$ cat config.mk
export PLATFORM = sky130hd
export DESIGN_NAME = dma_halt_arbiter
export DESIGN_NICKNAME = d
export VERILOG_FILES = /design/src/rtl/dma_arb_pkg.sv /design/src/rtl/dma_sprite_chan.sv /design/src/rtl/dma_sample_chan.sv /design/src/rtl/dma_halt_arbiter.sv
export SDC_FILE = /design/constraint.sdc
export NUM_CORES = 1
export LEC_CHECK = 0
export CORE_UTILIZATION = 56
export CTS_CLUSTER_DIAMETER = 80
export DETAILED_ROUTE_END_ITERATION = 8
export DONT_BUFFER_PORTS = 1
export GPL_TIMING_DRIVEN = 1
export PLACE_DENSITY = 0.74
export SLEW_MARGIN = 0
export SYNTH_ARGS = -nofsm -noshare
export SYNTH_HDL_FRONTEND = slang
export SYNTH_SLANG_ARGS = --single-unit
$ cat constraint.sdc
create_clock -name clk -period 2.1 [get_ports clk]
set_clock_uncertainty 0.05 [all_clocks]
set_input_delay 0.42 -clock clk [delete_from_list [all_inputs] [get_ports clk]]
set_output_delay 0.42 -clock clk [all_outputs]
set_load 0.02 [all_outputs]
$ cat src/rtl/dma_arb_pkg.sv
package dma_arb_pkg;

  typedef enum logic [2:0] {
    OP_IDLE,
    OP_HALT,
    OP_DUMMY,
    OP_SMP_RD,
    OP_SPR_RD,
    OP_SPR_WR
  } dma_op_e;

  // even slot count -> get slot
  function automatic logic slot_is_get(input logic par_q);
    return ~par_q;
  endfunction

  // an operation that reads the bus
  function automatic logic op_reads(input dma_op_e op);
    return (op == OP_HALT) || (op == OP_DUMMY) ||
           (op == OP_SMP_RD) || (op == OP_SPR_RD);
  endfunction

endpackage

$ cat src/rtl/dma_sprite_chan.sv
module dma_sprite_chan #(
  parameter int ADDR_W = 16,
  parameter int DATA_W = 8,
  parameter int XFER_LEN = 256,
  localparam int IDX_W = $clog2(XFER_LEN),
  localparam int CNT_W = IDX_W + 1,
  localparam int PAGE_W = ADDR_W - IDX_W
) (
  input  logic              clk,
  input  logic              rst_n,
  input  logic              start,
  input  logic [PAGE_W-1:0] page_in,
  input  logic              rd_stb,
  input  logic              wr_stb,
  input  logic [DATA_W-1:0] rdata,
  output logic              pend,
  output logic              cnt_odd,
  output logic              last_beat,
  output logic [ADDR_W-1:0] rd_addr,
  output logic [DATA_W-1:0] held
);

  localparam logic [CNT_W-1:0] LAST_CNT = CNT_W'(2 * XFER_LEN - 1);

  logic              pend_q;
  logic [PAGE_W-1:0] page_q;
  logic [CNT_W-1:0]  cnt_q;
  logic [DATA_W-1:0] held_q;

  // source address: page in upper bits, beat counter halved as index
  function automatic logic [ADDR_W-1:0] src_addr(input logic [PAGE_W-1:0] pg,
                                                 input logic [CNT_W-1:0] c);
    return {pg, c[IDX_W:1]};
  endfunction

  assign last_beat = wr_stb && (cnt_q == LAST_CNT);

  always_ff @(posedge clk) begin
    if (!rst_n) begin
      pend_q <= 1'b0;
      page_q <= '0;
      cnt_q  <= '0;
      held_q <= '0;
    end else if (start) begin
      pend_q <= 1'b1;
      page_q <= page_in;
      cnt_q  <= '0;
    end else begin
      if (rd_stb) begin
        held_q <= rdata;
        cnt_q  <= cnt_q + 1'b1;
      end
      if (wr_stb) begin
        cnt_q <= last_beat ? '0 : cnt_q + 1'b1;
        if (last_beat) pend_q <= 1'b0;
      end
    end
  end

  assign pend    = pend_q;
  assign cnt_odd = cnt_q[0];
  assign rd_addr = src_addr(page_q, cnt_q);
  assign held    = held_q;

endmodule

$ cat src/rtl/dma_sample_chan.sv
module dma_sample_chan #(
  parameter int DATA_W = 8
) (
  input  logic              clk,
  input  logic              rst_n,
  input  logic              start,
  input  logic              kill,
  input  logic              set_abort,
  input  logic              clr_dummy,
  input  logic              rd_stb,
  input  logic [DATA_W-1:0] rdata,
  output logic              run,
  output logic              need_dummy,
  output logic              abort_pend,
  output logic              valid,
  output logic [DATA_W-1:0] data
);

  logic run_q, dummy_q, abort_q, valid_q;
  logic [DATA_W-1:0] data_q;

  always_ff @(posedge clk) begin
    if (!rst_n) begin
      run_q   <= 1'b0;
      dummy_q <= 1'b0;
      abort_q <= 1'b0;
    end else if (start) begin
      run_q   <= 1'b1;
      dummy_q <= 1'b1;
      abort_q <= 1'b0;
    end else if (kill) begin
      run_q   <= 1'b0;
      dummy_q <= 1'b0;
      abort_q <= 1'b0;
    end else if (rd_stb) begin
      run_q <= 1'b0;
    end else begin
      if (clr_dummy) dummy_q <= 1'b0;
      if (set_abort) abort_q <= 1'b1;
    end
  end

  always_ff @(posedge clk) begin
    if (!rst_n) begin
      valid_q <= 1'b0;
      data_q  <= '0;
    end else begin
      valid_q <= rd_stb;
      if (rd_stb) data_q <= rdata;
    end
  end

  assign run        = run_q;
  assign need_dummy = dummy_q;
  assign abort_pend = abort_q;
  assign valid      = valid_q;
  assign data       = data_q;

endmodule

$ cat src/rtl/dma_halt_arbiter.sv
module dma_halt_arbiter
  import dma_arb_pkg::*;
#(
  parameter int ADDR_W = 16,
  parameter int DATA_W = 8,
  parameter int XFER_LEN = 256,
  parameter logic [ADDR_W-1:0] PORT_ADDR = ADDR_W'(16'h2004),
  localparam int IDX_W = $clog2(XFER_LEN),
  localparam int PAGE_W = ADDR_W - IDX_W
) (
  input  logic              clk,
  input  logic              rst_n,
  input  logic              cpu_rd,
  input  logic [ADDR_W-1:0] cpu_addr,
  input  logic              spr_go,
  input  logic [PAGE_W-1:0] spr_page,
  input  logic              smp_go,
  input  logic              smp_halt,
  input  logic [ADDR_W-1:0] smp_addr,
  input  logic [DATA_W-1:0] bus_rdata,
  output logic              dma_active,
  output logic              bus_rd,
  output logic              bus_wr,
  output logic [ADDR_W-1:0] bus_addr,
  output logic [DATA_W-1:0] bus_wdata,
  output logic              smp_valid,
  output logic [DATA_W-1:0] smp_data
);

  // shared state
  logic parity_q, in_dma_q, need_halt_q;

  // channel state
  logic              spr_pend, spr_cnt_odd, spr_last;
  logic [ADDR_W-1:0] spr_addr;
  logic [DATA_W-1:0] spr_byte;
  logic              smp_run, smp_dummy, smp_abort;

  // named events
  logic    get_cyc, halt_cyc, abort_now, smp_ready;
  logic    halt_left, stop_eff, cancel, halt_kill, set_abort, kill, clr_dummy;
  logic    smp_rd_evt, spr_rd_evt, spr_wr_evt;
  logic    spr_pend_nx, smp_run_nx;
  dma_op_e op;

  assign get_cyc   = slot_is_get(parity_q);
  assign halt_cyc  = !in_dma_q && need_halt_q && cpu_rd;
  assign abort_now = in_dma_q && smp_abort;
  assign smp_ready = in_dma_q && smp_run && !abort_now && !need_halt_q && !smp_dummy;

  always_comb begin
    op = OP_IDLE;
    if (halt_cyc) begin
      op = OP_HALT;
    end else if (in_dma_q) begin
      if (get_cyc)
        op = smp_ready ? OP_SMP_RD : (spr_pend ? OP_SPR_RD : OP_DUMMY);
      else
        op = (spr_pend && spr_cnt_odd) ? OP_SPR_WR : OP_DUMMY;
    end
  end

  assign smp_rd_evt = (op == OP_SMP_RD);
  assign spr_rd_evt = (op == OP_SPR_RD);
  assign spr_wr_evt = (op == OP_SPR_WR);

  // credit consumption: every cycle inside DMA clears the halt credit
  assign halt_left = need_halt_q && !halt_cyc && !in_dma_q;
  assign clr_dummy = in_dma_q && !abort_now && !need_halt_q && smp_dummy;

  // stop handling, by progress of the sample channel
  assign stop_eff  = smp_halt && smp_run && !abort_now;
  assign cancel    = stop_eff && halt_left;
  assign halt_kill = stop_eff && halt_cyc;
  assign set_abort = stop_eff && !halt_left && !halt_cyc;
  assign kill      = abort_now || cancel || halt_kill;

  assign spr_pend_nx = (spr_pend && !spr_last) || spr_go;
  assign smp_run_nx  = (smp_run && !kill && !smp_rd_evt) || smp_go;

  always_ff @(posedge clk) begin
    if (!rst_n) begin
      parity_q    <= 1'b0;
      in_dma_q    <= 1'b0;
      need_halt_q <= 1'b0;
    end else begin
      parity_q    <= ~parity_q;
      in_dma_q    <= (halt_cyc || in_dma_q) && (spr_pend_nx || smp_run_nx);
      need_halt_q <= (halt_left && !(cancel && !spr_pend)) || spr_go || smp_go;
    end
  end

  dma_sprite_chan #(
    .ADDR_W(ADDR_W), .DATA_W(DATA_W), .XFER_LEN(XFER_LEN)
  ) u_spr (
    .clk(clk), .rst_n(rst_n), .start(spr_go), .page_in(spr_page),
    .rd_stb(spr_rd_evt), .wr_stb(spr_wr_evt), .rdata(bus_rdata),
    .pend(spr_pend), .cnt_odd(spr_cnt_odd), .last_beat(spr_last),
    .rd_addr(spr_addr), .held(spr_byte)
  );

  dma_sample_chan #(.DATA_W(DATA_W)) u_smp (
    .clk(clk), .rst_n(rst_n), .start(smp_go), .kill(kill),
    .set_abort(set_abort), .clr_dummy(clr_dummy), .rd_stb(smp_rd_evt),
    .rdata(bus_rdata), .run(smp_run), .need_dummy(smp_dummy),
    .abort_pend(smp_abort), .valid(smp_valid), .data(smp_data)
  );

  always_comb begin
    unique case (op)
      OP_HALT, OP_DUMMY: bus_addr = cpu_addr;
      OP_SMP_RD:         bus_addr = smp_addr;
      OP_SPR_RD:         bus_addr = spr_addr;
      OP_SPR_WR:         bus_addr = PORT_ADDR;
      default:           bus_addr = '0;
    endcase
  end

  assign dma_active = (op != OP_IDLE);
  assign bus_rd     = op_reads(op);
  assign bus_wr     = spr_wr_evt;
  assign bus_wdata  = spr_wr_evt ? spr_byte : '0;

endmodule

; ---- Word-level counts from Yosys, hierarchy flattened
; Index checks and enable logic that the tools add are counted.
[classes]
add_sub_neg = 1
n_eq_ne = 7
mux = 21
n_bitwise = 4
n_reduce_logical = 61
[ops]
columns = op, count
row1 = 16-bit one-hot mux with 4 select lines, 1
row2 = 9-bit 2-to-1 mux, 3
row3 = 1-bit logical AND, 26
row4 = 3-bit 2-to-1 mux, 6
row5 = 1-bit logical NOT, 11
row6 = 1-bit logical OR, 11
row7 = 1-bit 2-to-1 mux, 10
row8 = 9-bit by 1-bit adder with 9-bit output (second input constant), 1
row9 = 9-bit == test (second input constant), 1
row10 = 3-bit nonzero test, 3
row11 = 8-bit 2-to-1 mux, 1
row12 = 2-bit AND reduction, 4
row13 = 3-bit by 2-bit == test with 1-bit output (second input constant), 2
row14 = 3-bit == test (second input constant), 2
row15 = 2-bit nonzero test, 3
row16 = 1-bit inverter, 4
row17 = 2-bit OR reduction, 2
row18 = 3-bit by 1-bit == test with 1-bit output (second input constant), 1
row19 = 3-bit != test (second input constant), 1
row20 = 3-bit OR reduction, 1
[word_totals]
regBits = 41
inputBits = 54
out_inout_bits = 36
word_cells = 106

; ---- Depth between registers and ports, before layout
; Gate-level depths: netlist (run 1).
[depth]
word_depth = 16
ltp_mapped = 7
mapped_depth_nobuf = 7

; ---- By module
; A second synthesis (run 1) with hierarchy kept.
[unflattened]
cells_unflattened = 228
hier_area_um2 = 2150.8
[by_module_without_submodules]
columns = mod, n_inst, cells_each, area_each_um2, seq_area_each_um2
row1 = dma_sprite_chan, 1, 103, 1044.8, 520.5
row2 = dma_halt_arbiter, 1, 86, 648.1, 60.1
row3 = dma_sample_chan, 1, 39, 457.9, 240.2

; ---- Least setup slack after synthesis (run 1)
; OpenSTA, ideal clock, no wires.
[synth_timing]
path_type = reg2out
start = reg u_smp.dummy_q (netlist: u_smp.need_dummy)
end = out bus_rd
arrival_ns = 1.683
required_ns = 1.630
setup_slack_ns = -0.053
stages_incl_launch_ff = 5
path_cell_list = dfxtp_1 > or4b_4 > o2bb2ai_1 > mux2i_1 > or3_1
[synth_between]
elab_chain_cells = 10
[synth_rtl]
columns = element, line
row1 = start: declaration, dma_sample_chan.sv:19  ; logic run_q, dummy_q, abort_q, valid_q;
row2 = start signal: assignment, dma_sample_chan.sv:25  ; dummy_q <= 1'b0;
row3 = start signal: assignment, dma_sample_chan.sv:29  ; dummy_q <= 1'b1;
row4 = start signal: assignment, dma_sample_chan.sv:33  ; dummy_q <= 1'b0;
row5 = 1-bit logical NOT (*), dma_halt_arbiter.sv:49  ; assign smp_ready = in_dma_q && smp_run && !abort_now && !need_halt_q && !smp_dummy;
row6 = 1-bit logical AND (*), dma_halt_arbiter.sv:49
row7 = 3-bit 2-to-1 mux (*), dma_halt_arbiter.sv:57  ; op = smp_ready ? OP_SMP_RD : (spr_pend ? OP_SPR_RD : OP_DUMMY);
row8 = 3-bit 2-to-1 mux (*), dma_halt_arbiter.sv:56  ; if (get_cyc)
row9 = 3-bit 2-to-1 mux (*), dma_halt_arbiter.sv:55  ; end else if (in_dma_q) begin
row10 = 3-bit 2-to-1 mux (*), dma_halt_arbiter.sv:53  ; if (halt_cyc) begin
row11 = 3-bit by 1-bit == test with 1-bit output / 3-bit by 2-bit == test with 1-bit output (equally long branches), dma_arb_pkg.sv:19  ; return (op == OP_HALT) || (op == OP_DUMMY) ||
row12 = 1-bit logical OR (2 in a row), dma_arb_pkg.sv:19
row13 = 1-bit logical OR (*), dma_arb_pkg.sv:20  ; (op == OP_SMP_RD) || (op == OP_SPR_RD);
row14 = end: declaration, dma_halt_arbiter.sv:22  ; output logic bus_rd,
; Every way passes the cells marked *; elsewhere a longest branch is shown, timed or not.

; ---- Worst setup path in the final report (run 1)
[layout_timing]
start = reg u_smp.dummy_q (netlist: u_smp.need_dummy)
end = out bus_addr[2]
[layout_between]
elab_chain_cells = 9
[layout_rtl]
columns = element, line
row1 = 1-bit logical NOT (*), dma_halt_arbiter.sv:49
row2 = 1-bit logical AND (*), dma_halt_arbiter.sv:49
row3 = 3-bit 2-to-1 mux (*), dma_halt_arbiter.sv:57
row4 = 3-bit 2-to-1 mux (*), dma_halt_arbiter.sv:56
row5 = 3-bit 2-to-1 mux (*), dma_halt_arbiter.sv:55
row6 = 3-bit 2-to-1 mux (*), dma_halt_arbiter.sv:53
row7 = 3-bit by 1-bit == test with 1-bit output / 3-bit by 2-bit == test with 1-bit output (equally long branches), dma_halt_arbiter.sv:110  ; unique case (op)
row8 = 2-bit OR reduction, dma_halt_arbiter.sv:110
row9 = 16-bit one-hot mux with 4 select lines (*), dma_halt_arbiter.sv:110
row10 = end: declaration, dma_halt_arbiter.sv:24  ; output logic [ADDR_W-1:0] bus_addr,
; Marked as above.

==> results.sh, run 1 <==
export IMPL_critPathLaunchType="flop"
export IMPL_synth_top_area_share=0.3879
export IMPL_dr_pass1_iters=4
export IMPL_finalWirelength_um=5101
export IMPL_overflow=0
export IMPL_crit_path_end="bus_addr[2]"
export IMPL_die_area_um2=4028
export IMPL_initial_utilization=0.6100
export IMPL_grt_start_max_net_pins=34
export IMPL_synth_seq_cells=41
export IMPL_clock_path_buffers=2
export IMPL_cp_top_family="simple AND/OR/NAND/NOR gates"
export IMPL_fin_crit_sh=1.157
export IMPL_clk_pin_slew_ps=70
export IMPL_fp_dieH_um=63.47
export IMPL_drt_drc_violations_left=0
export IMPL_tightest_slew_ps=636.5
export IMPL_crit_required_ps=1630
export IMPL_yosysTopAreaCell="dfxtp_1"
export IMPL_critical_path_endpoint_type="output port"
export IMPL_via_count=1804
export IMPL_syn_nets=288
export IMPL_ys_dominant_reg_cell="dfxtp_1"
export IMPL_violations="setup timing"
export IMPL_drv_cap=0
export IMPL_synth_yosys_seq_area_share=0.3879
export IMPL_rr_endpoint="u_spr.cnt_q[8]$_SDFFE_PP0P_"
export IMPL_cts_hold_buf=0
export IMPL_ir_drop_uv=479.1
export IMPL_htreeDepth=2
export IMPL_synth_area_top_cells="dfxtp_1, mux2i_1, a22o_1"
export IMPL_setup_viol=17
export IMPL_slew_headroom=0.5743
export IMPL_crit_type="reg2out"
export IMPL_min_period_ps=2430
export IMPL_grt_pass1_vias=1889
export IMPL_cts_buffers=5
export IMPL_ioPinCount=90
export IMPL_syn_area_per_cell_um2=9.120
export IMPL_cts_tree="yes"
export IMPL_coreArea_um2=3468
export IMPL_num_antenna_cells=0
export IMPL_fp_row_count=21
export IMPL_r2r_cells=8
export IMPL_antenna_found_initial=0
export IMPL_routabilityCongestion=0.8058
export IMPL_clock_sinks=41
export IMPL_dp_hpwl_um=3773
export IMPL_cp_arrival_ps=1960
export IMPL_dr_first_iter_drc_count=91
export IMPL_ys_warn_count=0
export IMPL_hold_class="in2reg"
export IMPL_areaGrowthSynthToFinish_pct=15.91
export IMPL_hold_slack_ps=195.2
export IMPL_crit_cells=5
export IMPL_hold_viol=0
export IMPL_crit_buf_inv=1
export IMPL_final_max_slew_viol_count=0
export IMPL_critPathMaxFanout=21
export IMPL_timing_final_ws_setup_ps=-329.8
export IMPL_grt_setup_unrepaired="yes"
export IMPL_synth_cell_area_um2=2116
export IMPL_avgRoutedWirePerCell_um=17.18
export IMPL_r2r_start="u_spr.cnt_q[0]$_SDFFE_PP0P_"
export IMPL_cts_root_buf="clkbuf_8"
export IMPL_max_freq_ghz=0.4116
export IMPL_synth_distinct_cells=41
export IMPL_async_flop_share=0
export IMPL_grt_pass1_wl_um=8500
export IMPL_post_place_ws_ps=-145.7
export IMPL_crit_path_cell_trace="or4b_4 -> nor3b_4 -> buf_12 -> a221o_1 -> a21o_1"
export IMPL_synthTopCellsByCount="dfxtp_1, nand2_1, nor2b_1, mux2i_1, a21o_1"
export IMPL_die_x_um=63.47
export IMPL_ff2ff_setup_slack_ps=190
export IMPL_synth_cells=232
export IMPL_crit_path_max_incr_delay_ps=580
export IMPL_hp_start="rst_n"
export IMPL_cp_slowest_cell="or4b_4"
export IMPL_pwr_density_cell_nw_per_um2=634.6
export IMPL_leakage_uw=0.001012
export IMPL_outcome="finished, violations left"
export IMPL_fill_cells=278
export IMPL_vias_per_cell=6.074
export IMPL_nets=306
export IMPL_tns_ps=-5421
export IMPL_crit_start="u_smp.need_dummy$_SDFFE_PN0P_"
export IMPL_synth_edf_count=0
export IMPL_port_buffers=0
export IMPL_synth_most_common_cell="dfxtp_1"
export IMPL_track_usage=0.2715
export IMPL_clock_latency_ps=300
export IMPL_drive_gt1_frac=0.1753
export IMPL_ant_nets=0
## cell usage in the layout, fill, tap and decap left out, types with 2 or more instances in the layout
cell / netlist / layout
nand3b_1: 2 / 2
and2_1: 10 / 10
or3b_2: 2 / 2
o31ai_1: 2 / 2
a21oi_1: 7 / 7
ha_1: 2 / 2
o21ai_1: 2 / 2
dfxtp_1: 41 / 40
clkbuf_8: 0 / 6
mux2i_1: 17 / 16
buf_12: 0 / 2
a21boi_1: 8 / 8
a22o_1: 14 / 14
o2111ai_1: 2 / 2
nor2b_1: 18 / 18
xor2_1: 2 / 2
o21ai_0: 3 / 3
a21o_1: 16 / 16
a31oi_1: 2 / 2
nor2_1: 6 / 6
nand3_1: 3 / 3
or3_1: 4 / 3
nand2b_1: 5 / 5
a21boi_0: 3 / 3
or4_1: 2 / 2
a221o_1: 2 / 2
nand2_1: 28 / 28
buf_4: 0 / 21
inv_1: 5 / 5
## what timing repair did
item / in CTS / in global routing
buffers inserted: 0 / 4
pin swaps: 1 / 3
resized for setup: 5 / 2
setup endpoints to repair: 25 / 28
## cell type report
cell class              instances  area, um^2  area share
clock inverters                 2       13.76    0.005612
multi-input cells             174        1260      0.5138
inverters                       5       18.77    0.007653
repair buffers                 23       197.7     0.08061
clock buffers                   6       82.58     0.03367
flip-flops and latches         41       822.0      0.3352
well taps                      46       57.56     0.02347
## power breakdown
group,switching [uW],total (uW),internal (uW)
registers,15.2,813,798
clock network,267,533,266
logic,114,210,95.8
## cells by family (layout without fill, tap and decap cells)
group,after synthesis,count (layout),synth area share
mux,17,17,0.08042
fa+ha+maj,2,2,0.01183
xor+xnor,2,2,0.008281
simple gates,89,89,0.2466
compound gates,64,64,0.2247
buf+inv,17,36,0.04021
flops,41,41,0.3879
## worst min-delay path by stage
stage,to,slack (ps),cells past startpoint
floorplan,u_spr.cnt_q[8]$_SDFFE_PP0P_,400,2
global placement,u_spr.cnt_q[5]$_SDFFE_PP0P_,430,2
detailed placement,u_spr.cnt_q[8]$_SDFFE_PP0P_,440,2
CTS,in_dma_q$_SDFF_PN0_,180,2
global route,in_dma_q$_SDFF_PN0_,170,2
finish,in_dma_q$_SDFF_PN0_,200,2
## flip-flops by register name, indices dropped and copies added (netlist names)
name	flops
in_dma_q	1
need_halt_q	1
parity_q	1
u_smp.abort_pend	1
u_smp.data	8
u_smp.need_dummy	1
u_smp.run	1
u_smp.valid	1
u_spr.cnt_q	9
u_spr.held	8
u_spr.page_q	8
u_spr.pend	1
## metrics by stage
stage	cell area, um^2	util	std cells	power (uW)
after floorplan	2127	-	232	980.0
after global placement	2288	0.6598	285	1017
after detailed placement	2288	0.6598	285	1025
after CTS	2420	0.6977	293	1566
after global routing	2452	0.7071	297	1629
final	2452	0.7071	297	1556
## layer usage
layer	vias to the layer above	routed length, um	GRT usage	part of all wire
met3	9	394	0.08877	0.077
met4	0	87	0.09091	0.017
met5	-	0	0	0
met2	74	2661	0.5000	0.52
li1	861	-	-	-
met1	860	1957	0.2852	0.38
## worst reg2reg max path, delay by kind of cell, from the launching register on
family / cells / cell delay (ps)
flip-flops: 1 / 310
buffers and inverters: 1 / 140
AND/OR/NAND/NOR: 4 / 790
adder cells (fa/ha/maj): 2 / 410
AO/OA/AOI/OAI: 1 / 140
(Power assumes the default switching activity.)
==> run 2: changes to the inputs <==
--- a/config.mk
+++ b/config.mk
@@ -5,6 +5,7 @@
 export SDC_FILE = /design/constraint.sdc
 export NUM_CORES = 1
 export LEC_CHECK = 0
+export CORE_ASPECT_RATIO = 1.75
 export CORE_UTILIZATION = 56
 export CTS_CLUSTER_DIAMETER = 80
 export DETAILED_ROUTE_END_ITERATION = 8
==> constraint.sdc (replaced) <==
create_clock -name clk -period 2.1 [get_ports clk]
set_clock_uncertainty 0.05 [all_clocks]
set_input_delay 0.42 -clock clk [delete_from_list [all_inputs] [get_ports clk]]
set_output_delay 0.42 -clock clk [all_outputs]
set_load 0.005 [all_outputs]
==> results.sh, run 2 (synthesis results as in run 1) <==
export IMPL_clk_pin_slew_ps=70
export IMPL_crit_path_max_incr_delay_ps=560
export IMPL_critPathLaunchType="flop"
export IMPL_overflow=0
export IMPL_crit_path_cell_trace="or4b_4 -> nor3b_4 -> buf_6 -> clkbuf_16 -> a221o_1 -> a21o_1"
export IMPL_critPathMaxFanout=6
export IMPL_tightest_slew_ps=687.5
export IMPL_fp_dieH_um=83.31
export IMPL_final_cell_mix="dfxtp_1, nand2_1, buf_4"
export IMPL_clock_latency_ps=280
export IMPL_grt_pass1_wl_um=7845
export IMPL_crit_type="reg2out"
export IMPL_final_max_slew_viol_count=0
export IMPL_cp_top_family="simple AND/OR/NAND/NOR gates"
export IMPL_tns_ps=-4620
export IMPL_outcome="finished, violations left"
export IMPL_dpl_cell_area_um2=2230
export IMPL_crit_required_ps=1630
export IMPL_drive_gt1_frac=0.1706
export IMPL_die_area_um2=4038
export IMPL_hold_viol=0
export IMPL_avgRoutedWirePerCell_um=17.34
export IMPL_cts_hold_buf=0
export IMPL_violations="setup timing"
export IMPL_dp_hpwl_um=3601
export IMPL_final_area_um2=2475
export IMPL_hold_class="in2reg"
export IMPL_cts_root_buf="clkbuf_8"
export IMPL_top_register="u_spr.cnt_q"
export IMPL_grt_start_max_net_pins=34
export IMPL_dr_first_iter_drc_count=32
export IMPL_fp_row_count=29
export IMPL_vias_per_cell=6.121
export IMPL_finalWirelength_um=5168
export IMPL_cp_arrival_ps=1930
export IMPL_ir_drop_uv=560.6
export IMPL_areaGrowthSynthToFinish_pct=16.97
export IMPL_max_freq_ghz=0.4161
export IMPL_via_count=1824
export IMPL_ant_nets=0
export IMPL_cp_slowest_cell="or4b_4"
export IMPL_nets=307
export IMPL_fin_crit_sh=1.144
export IMPL_grt_pass1_vias=1790
export IMPL_slew_headroom=0.5382
export IMPL_grt_setup_unrepaired="yes"
export IMPL_drt_drc_violations_left=0
export IMPL_fill_cells=305
export IMPL_htreeDepth=2
export IMPL_die_x_um=48.47
export IMPL_drv_cap=0
export IMPL_antenna_found_initial=0
export IMPL_cts_buffers=5
export IMPL_crit_buf_inv=2
export IMPL_min_period_ps=2403
export IMPL_cts_tree="yes"
export IMPL_setup_viol=17
export IMPL_timing_final_ws_setup_ps=-303.0
export IMPL_final_common_cell="dfxtp_1"
export IMPL_clock_path_buffers=2
export IMPL_largest_register_ff_count=9
export IMPL_ioPinCount=90
export IMPL_pwr_density_cell_nw_per_um2=652.8
export IMPL_clock_sinks=41
export IMPL_dr_pass1_iters=4
export IMPL_port_buffers=0
export IMPL_leakage_uw=0.001027
export IMPL_track_usage=0.2446
export IMPL_initial_utilization=0.5831
export IMPL_num_antenna_cells=0
export IMPL_routabilityCongestion=0.8991
export IMPL_coreArea_um2=3628
export IMPL_critical_path_endpoint_type="output port"
==> run 2: final timing paths <==
kind | start | end | slack (ps) | cells after the start
worst max-delay path | u_smp.abort_pend$_SDFFE_PP0P_ | bus_addr[2] | -300 | 6
worst min register to register | u_smp.data[7]$_SDFFE_PN0N_ | u_smp.data[7]$_SDFFE_PN0N_ | 430 | 2
worst max register to register | u_smp.abort_pend$_SDFFE_PP0P_ | u_spr.cnt_q[7]$_SDFFE_PP0P_ | 100 | 8
worst min-delay path | rst_n | in_dma_q$_SDFF_PN0_ | 200 | 2
==> run 2: cell type report <==
| type | instances | area (um^2) | area share |
|---|---|---|---|
| multi-input combinational | 174 | 1221 | 0.4934 |
| sequential | 41 | 825.8 | 0.3337 |
| timing repair buffer | 24 | 235.2 | 0.09505 |
| clock buffer | 7 | 86.33 | 0.03488 |
| tap | 46 | 57.56 | 0.02326 |
| clock inverter | 1 | 30.03 | 0.01213 |
| inverter | 5 | 18.77 | 0.007583 |
==> run 2: power by group <==
part / internal, uW / switching (uW)
Combinational: 79.7 / 72.3
Sequential: 799 / 16.4
Clock: 388 / 261
==> run 2: timing repair <==
item                       4_1_cts  5_1_grt
gates resized for setup          4        3
pin swaps                        1       14
setup endpoints to repair       17       19
buffers inserted                 1        7
gates cloned                     0        2
==> run 2: through the flow <==
stage | power [uW] | hold WS (ps) | utilization | setup WS (ps) | cells
detailed placement | 973.5 | 415.7 | 0.6145 | -90.34 | 280
global placement | 967.5 | 414.3 | 0.6145 | 30.16 | 280
CTS | 1626 | 193.3 | 0.6514 | -277.8 | 289
floorplan | 942.8 | 398.8 | - | 35.66 | 232
global route | 1681 | 197.5 | 0.6821 | -378.1 | 298
finish | 1616 | 202.0 | 0.6821 | -303.0 | 298
==> run 2: metal layers <==
metal | vias up | global-route usage | part of all wire
met3 | 11 | 0.06227 | 0.070
met1 | 863 | 0.2546 | 0.36
met2 | 84 | 0.4635 | 0.55
met5 | - | 0 | 0
met4 | 0 | 0.07754 | 0.020
li1 | 866 | - | -
